File: config.mk
export PLATFORM = sky130hd
export DESIGN_NAME = ftrap_ctrl
export DESIGN_NICKNAME = d
export VERILOG_FILES = /design/src/rtl/ftrap_pkg.sv /design/src/rtl/ftrap_ctrl.sv
export SDC_FILE = /design/constraint.sdc
export NUM_CORES = 1
export LEC_CHECK = 0
export ABC_AREA = 1
export BUFFER_PORTS_ARGS = -buffer_cell sky130_fd_sc_hd__buf_2
export CORE_UTILIZATION = 34
export DETAILED_ROUTE_END_ITERATION = 8
export PLACE_DENSITY_LB_ADDON = 0.1
export REMOVE_ABC_BUFFERS = 1
export SKIP_LAST_GASP = 1
export SYNTH_ARGS = -nofsm -noshare
export SYNTH_HDL_FRONTEND = slang
export SYNTH_SLANG_ARGS = --single-unit
File: constraint.sdc
create_clock -name vclk -period 0.89
set_input_delay 0.1335 -clock vclk [all_inputs]
set_output_delay 0.1335 -clock vclk [all_outputs]
set_load 0.02 [all_outputs]
File: src/rtl/ftrap_pkg.sv
package ftrap_pkg;

  typedef enum logic [2:0] {
    OUT_NONE     = 3'd0,
    OUT_DIRECT   = 3'd1,
    OUT_REDIR    = 3'd2,
    OUT_TRAP_HYP = 3'd3,
    OUT_TRAP_MON = 3'd4,
    OUT_UNDEF    = 3'd5
  } outcome_e;

  // strobes from control to datapath
  typedef struct packed {
    logic wrStb;
    logic rdStb;
  } dpStrobes_t;

  localparam logic [1:0]  ENC_OP0 = 2'd3;
  localparam logic [2:0]  ENC_OP1 = 3'd4;
  localparam logic [3:0]  ENC_CRN = 4'd1;
  localparam logic [3:0]  ENC_CRM = 4'd1;
  localparam logic [2:0]  ENC_OP2 = 3'd6;

  localparam logic [5:0]  TRAP_CLASS = 6'h18;
  localparam logic [11:0] SHADOW_OFS = 12'h1C8;

endpackage

File: src/rtl/ftrap_ctrl.sv
module ftrap_ctrl
  import ftrap_pkg::*;
#(
  parameter bit EARLY_HALT_CHECK = 1'b0
) (
  input  logic             reqValid,
  input  logic             reqWrite,
  input  logic [1:0]       reqOp0,
  input  logic [2:0]       reqOp1,
  input  logic [3:0]       reqCrn,
  input  logic [3:0]       reqCrm,
  input  logic [2:0]       reqOp2,
  input  logic [1:0]       curEl,
  input  logic             nvBit,
  input  logic             nv2Bit,
  input  logic             hypEn,
  input  logic             monPresent,
  input  logic             monFtEn,
  input  logic             dbgHalted,
  input  logic             secDbgOff,
  output outcome_e         outcome,
  output logic             notMine,
  output logic [5:0]       trapClass,
  output logic [11:0]      redirOffset,
  output dpStrobes_t       strobes
);

  logic encMatch;
  outcome_e el1Res;
  outcome_e el2Res;
  logic monBlock;
  logic haltBlock;

  assign encMatch = (reqOp0 == ENC_OP0) && (reqOp1 == ENC_OP1) &&
                    (reqCrn == ENC_CRN) && (reqCrm == ENC_CRM) &&
                    (reqOp2 == ENC_OP2);

  assign monBlock  = monPresent && !monFtEn;
  assign haltBlock = dbgHalted && secDbgOff;

  // level 1: redirect beats hypervisor trap
  always_comb begin
    if (hypEn && nvBit && nv2Bit)  el1Res = OUT_REDIR;
    else if (hypEn && nvBit)       el1Res = OUT_TRAP_HYP;
    else                           el1Res = OUT_UNDEF;
  end

  // level 2: two equivalent priority chains
  generate
    if (EARLY_HALT_CHECK) begin : g_early
      always_comb begin
        if (haltBlock && monBlock) el2Res = OUT_UNDEF;
        else if (monBlock)         el2Res = OUT_TRAP_MON;
        else                       el2Res = OUT_DIRECT;
      end
    end else begin : g_nested
      always_comb begin
        if (monBlock) el2Res = haltBlock ? OUT_UNDEF : OUT_TRAP_MON;
        else          el2Res = OUT_DIRECT;
      end
    end
  endgenerate

  always_comb begin
    outcome = OUT_NONE;
    notMine = 1'b0;
    if (reqValid) begin
      if (!encMatch) begin
        notMine = 1'b1;
      end else begin
        unique case (curEl)
          2'd0:    outcome = OUT_UNDEF;
          2'd1:    outcome = el1Res;
          2'd2:    outcome = el2Res;
          default: outcome = OUT_DIRECT;
        endcase
      end
    end
  end

  assign trapClass   = (outcome == OUT_TRAP_HYP || outcome == OUT_TRAP_MON) ? TRAP_CLASS : 6'd0;
  assign redirOffset = (outcome == OUT_REDIR) ? SHADOW_OFS : 12'd0;

  assign strobes.wrStb = (outcome == OUT_DIRECT) && reqWrite;
  assign strobes.rdStb = (outcome == OUT_DIRECT) && !reqWrite;

endmodule

==> results.toml, run 1 <==
[status]
violations = "setup timing"
status = "finished, violations left"

[power]
leakage_nw = 0.505
ir_drop_mv = 0.220
power_density_mw_per_mm2 = 300

[timing]
finalSetupViolations = 12
rsz0062_at_grt = "true"
fin_crit_sh = 1.41
hold_viol_final = 0
hold_ws_ps = 528
period_needed_ps = 1250
setup_ws_ps = -364
timing.fmax_mhz = 797
slew_violations = 0

[synthesis]
syn_area_um2 = 488
syn_avg_cell_area_um2 = 4.83
synthTopCellsByArea = "buf_4, inv_1, nand2_1"
syn_inst = 101
synth_cell_type_count = 15
synth_top_area_frac = 0.246
synth_warnings = 0
netlist_top_cells_count = "inv_1, nand2_1, nor2_1"
synth_top_area_cell = "buf_4"
seq_area_frac_synth = 0
yosysMostFrequentCell = "inv_1"

[hold_path]
whs_endpoint = "strobes[0]"
whs_path_depth = 3
min_path_type = "in -> out"
worstHoldStart = "reqWrite"

[worst_setup_path]
arrival_ps = 1120
path_max_fanout = 3
crit_path_end_kind = "output port"
crit_required_ps = 760
cp-start-kind = "input port"
worstSetupPathType = "in -> out"

[floorplan]
die-width_um = 39.9
start_util = 0.370
core_mm2 = 0.00132
fp-row-count = 13
dieHeight_um = 39.9
io_pins = 51
die-area_mm2 = 0.00159

[final_layout]
synthToLayoutAreaGrowth_pct = 75.1
antenna_cells = 0
clock_buffer_count = 0
fillCellCount = 130
fin_util = 0.649
fin_nets = 169
seqCellArea_um2 = 0
layoutNonFillerInstCount = 155
drive_above_1_share = 0.521
flops_and_latches = 0

[drt]
via_per_inst = 4.10
drc_errors = 0
drt_wl_total_um = 1160
wl_per_cell_um = 7.45
drtAntennaViolNets = 0
drt_first_iter_violations = 6
via_count = 635
drt_pass1_iterations = 4

[global_route]
grt_use_total = 0.139
gr-total-overflow = 0
grt_first_pass_wirelength_um = 1590
first_global_vias = 490
antenna_found_initial = 0
grt_max_degree = 5

[clock_network]
holdBufCountCts = 0

[placed_design]
gp_congestion = 0.667
dpl.hpwl_um = 852
placed_cells = 153
numPortBuffers = 39

[run]
max_cap_viol_count = 0
==> worst max-delay path, cell delays in order <==
cell	delay, ps
buf_6	100
inv_2	30
nand2_1	40
nor2_1	100
nand2_1	90
nor2_4	140
nand4_1	170
nand2_2	130
nor2_4	50
buf_6	130
==> where the power goes <==
| group | internal (mW) | leakage, nW | switching (mW) |
|---|---|---|---|
| logic | 0.119 | 0.505 | 0.137 |
| registers | 0 | 0 | 0 |
| clock network | 0 | 0 | 0 |
| total | 0.119 | 0.505 | 0.137 |
==> per-stage QoR <==
step                instance area [um2]  TNS, ps  power, mW  setup slack [ps]
floorplan                           409    -2840      0.115              -416
global placement                    646    -3470      0.200              -342
detailed placement                  646    -3510      0.203              -347
CTS                                 766    -3070      0.236              -314
global route                        855    -4990      0.285              -497
finish                              855    -3650      0.256              -364
==> cell usage in the layout, fill, tap and decap left out <==
cell type  netlist  layout
a21boi_1         1       1
buf_2            0      14
buf_4           16       7
buf_6            0      23
conb_1           1      12
inv_1           26      17
inv_2            1      10
nand2_1         22      18
nand2_2          1       5
nand3_1          3       3
nand4_1          2       2
nand4_2          1       1
nor2_1          20      12
nor2_2           3       8
nor2_4           2       5
nor3_1           1       1
o21ai_1          1       1
==> how the worst max path moves through the flow <==
| stage | cells past startpoint | slack (ps) | from | endpoint |
|---|---|---|---|---|
| after detailed placement | 11 | -350 | reqCrm[2] | trapClass[4] |
| after global placement | 10 | -340 | reqCrm[3] | trapClass[4] |
| after CTS | 10 | -310 | reqCrm[0] | trapClass[4] |
| after global routing | 10 | -500 | reqOp2[0] | trapClass[4] |
| after floorplan | 9 | -420 | reqCrm[2] | trapClass[3] |
| final | 10 | -360 | reqCrn[2] | trapClass[4] |
==> what timing repair did <==
| action | CTS | global route |
|---|---|---|
| gates resized for setup | 34 | 25 |
| endpoints found under the setup margin | 12 | 12 |
| setup buffers | 2 | 1 |
| pin swaps | 15 | 11 |
| hold endpoints to repair | 0 | 0 |
==> metal layers <==
layer	GRT usage	vias to the layer above	wire, um
li1	-	340	-
met1	0.132	268	412
met2	0.306	25	663
met3	0	2	61
met4	0.0345	0	19
met5	0	-	0
==> kinds of logic after synthesis <==
logic type | Yosys count | share of synthesized area
buf+inv | 43 | 0.454
other cells | 1 | 0.00768
simple gates | 55 | 0.513
compound gates | 2 | 0.0256
==> layout make-up <==
class              instances  area, um2  area share
inverters                 27        101       0.119
multi-input cells         69        353       0.413
well taps                 15       18.8      0.0220
repair buffers            44        382       0.447
Power figures use the tool's default switching activity.
==> run 2: changes to the inputs <==
--- a/config.mk
+++ b/config.mk
@@ -5,10 +5,10 @@
 export SDC_FILE = /design/constraint.sdc
 export NUM_CORES = 1
 export LEC_CHECK = 0
-export ABC_AREA = 1
 export BUFFER_PORTS_ARGS = -buffer_cell sky130_fd_sc_hd__buf_2
-export CORE_UTILIZATION = 34
+export CORE_AREA = 5 5 42 44
 export DETAILED_ROUTE_END_ITERATION = 8
+export DIE_AREA = 0 0 47 49
 export PLACE_DENSITY_LB_ADDON = 0.1
 export REMOVE_ABC_BUFFERS = 1
 export SKIP_LAST_GASP = 1
==> run 2 against run 1 <==
The flow still finishes with violations (setup timing). Area after synthesis down 32%. Setup slack worse by 71 ps. Critical path depth is 5 lower. Largest cell class is now multi-input gates. Highest routed layer is now met3.
==> results.toml, run 2 <==
[synthesis]
syn_area_um2 = 330
syn_avg_cell_area_um2 = 7.86
yosysMostFrequentCell = "buf_4"
synth_top_area_cell = "buf_4"
synthTopCellsByArea = "buf_4, and4bb_1, nor4b_4"
seq_area_frac_synth = 0
synth_cell_type_count = 19
synth_top_area_frac = 0.364
netlist_top_cells_count = "buf_4, nor3_1, nand2_1"
syn_inst = 42
synth_warnings = 0

[timing]
setup_ws_ps = -436
fin_crit_sh = 1.49
final.setup.tns_ps = -4640
finalSetupViolations = 12
slew_violations = 0
timing.fmax_mhz = 754
period_needed_ps = 1330
hold_viol_final = 0
rsz0062_at_grt = "true"

[global_route]
grt_use_total = 0.0793
grt_max_degree = 9
gr-total-overflow = 0
antenna_found_initial = 0
first_global_vias = 355
grt_first_pass_wirelength_um = 1460

[worst_setup_path]
cp-start-kind = "input port"
crit_path_end_kind = "output port"
crit_required_ps = 760
path_max_fanout = 8
arrival_ps = 1190
worstSetupPathType = "in -> out"

[status]
violations = "setup timing"
status = "finished, violations left"

[final_layout]
seqCellArea_um2 = 0
fin_nets = 107
fin_util = 0.390
synthToLayoutAreaGrowth_pct = 65.5
drive_above_1_share = 0.641
clock_buffer_count = 0
antenna_cells = 0
layout_common_cells = "buf_2, conb_1, buf_4"
layoutNonFillerInstCount = 94
final_common_cell = "buf_2"
flops_and_latches = 0

[floorplan]
core_mm2 = 0.00140
start_util = 0.236
die-width_um = 47
fp-row-count = 14
dieHeight_um = 49
die-area_mm2 = 0.00230
io_pins = 51

[placed_design]
gp_congestion = 0.611
dpl.hpwl_um = 854
post-place-ws_ps = -557
placed_cells = 94
numPortBuffers = 39

[hold_path]
whs_path_depth = 3
min_path_type = "in -> out"
whs_endpoint = "notMine"
worstHoldStart = "reqValid"

[run]
max_cap_viol_count = 0

[drt]
via_per_inst = 4.00
drt_pass1_iterations = 3
wl_per_cell_um = 10.2
via_count = 376
drc_errors = 0
drtAntennaViolNets = 0
drt_first_iter_violations = 3
drt_wl_total_um = 957

[power]
ir_drop_mv = 0.214
power_density_mw_per_mm2 = 310
leakage_nw = 0.311

[clock_network]
holdBufCountCts = 0
[run 2: cell types whose count changed after synthesis, sizes merged, moves of 2 or more]
cell | previous run | this run
nor4 | 0 | 2
nand2 | 23 | 3
inv | 27 | 2
nand4 | 3 | 1
nor3b | 0 | 2
nor3 | 1 | 4
nor2 | 25 | 1
and4bb | 0 | 3
nand3 | 3 | 0
[run 2: logic make-up after synthesis]
family	Yosys count	synth area share
AND/OR/NAND/NOR	20	0.526
buffers and inverters	18	0.386
other	1	0.0114
AO/OA/AOI/OAI	3	0.0758
[run 2: timing repair]
item,CTS,global route
setup buffers,0,0
resized for setup,14,2
pin swaps,6,0
endpoints found under the setup margin,12,12
[run 2: cell type report]
cell class | instances | area (um2)
Inverter | 2 | 7.51
Timing Repair Buffer | 41 | 248
Tap cell | 16 | 20.0
Fill cell | 157 | 855
Multi-Input combinational cell | 35 | 272
[run 2: worst max path at each step]
stage / start / end / slack [ps] / cells after the start
2_1_floorplan: reqCrm[3] / redirOffset[3] / -1550 / 3
3_3_place_gp: reqCrm[3] / redirOffset[3] / -550 / 5
3_5_place_dp: reqCrm[3] / redirOffset[7] / -560 / 5
4_1_cts: reqOp2[0] / strobes[1] / -440 / 5
5_1_grt: reqOp2[0] / strobes[1] / -520 / 5
6_report: reqOp2[0] / strobes[1] / -440 / 5
[run 2: worst max-delay path, cell delays in order]
cell	delay [ps]
buf_6	90
nor4b_4	300
nand4_4	210
nor4_2	270
buf_4	180
[run 2: power by group]
part           total [mW]  switching, mW  internal (mW)
Combinational       0.170         0.0952         0.0745
Clock                   0              0              0
Sequential              0              0              0
Total               0.170         0.0952         0.0745
[run 2: metal layers]
metal  wire (um)  global-route usage  up-vias
met3         119              0.0111        0
met4           0                   0        0
li1            -                   -      198
met1         289              0.0978      158
met5           0                   0        -
met2         548               0.147       20
[run 2: stage by stage]
stage          total power [mW]  instance area [um2]  hold slack, ps
2_1_floorplan            0.0830                  251             394
3_3_place_gp              0.158                  482             611
3_5_place_dp              0.159                  482             608
4_1_cts                   0.169                  539             619
5_1_grt                   0.185                  547             633
6_report                  0.170                  547             615
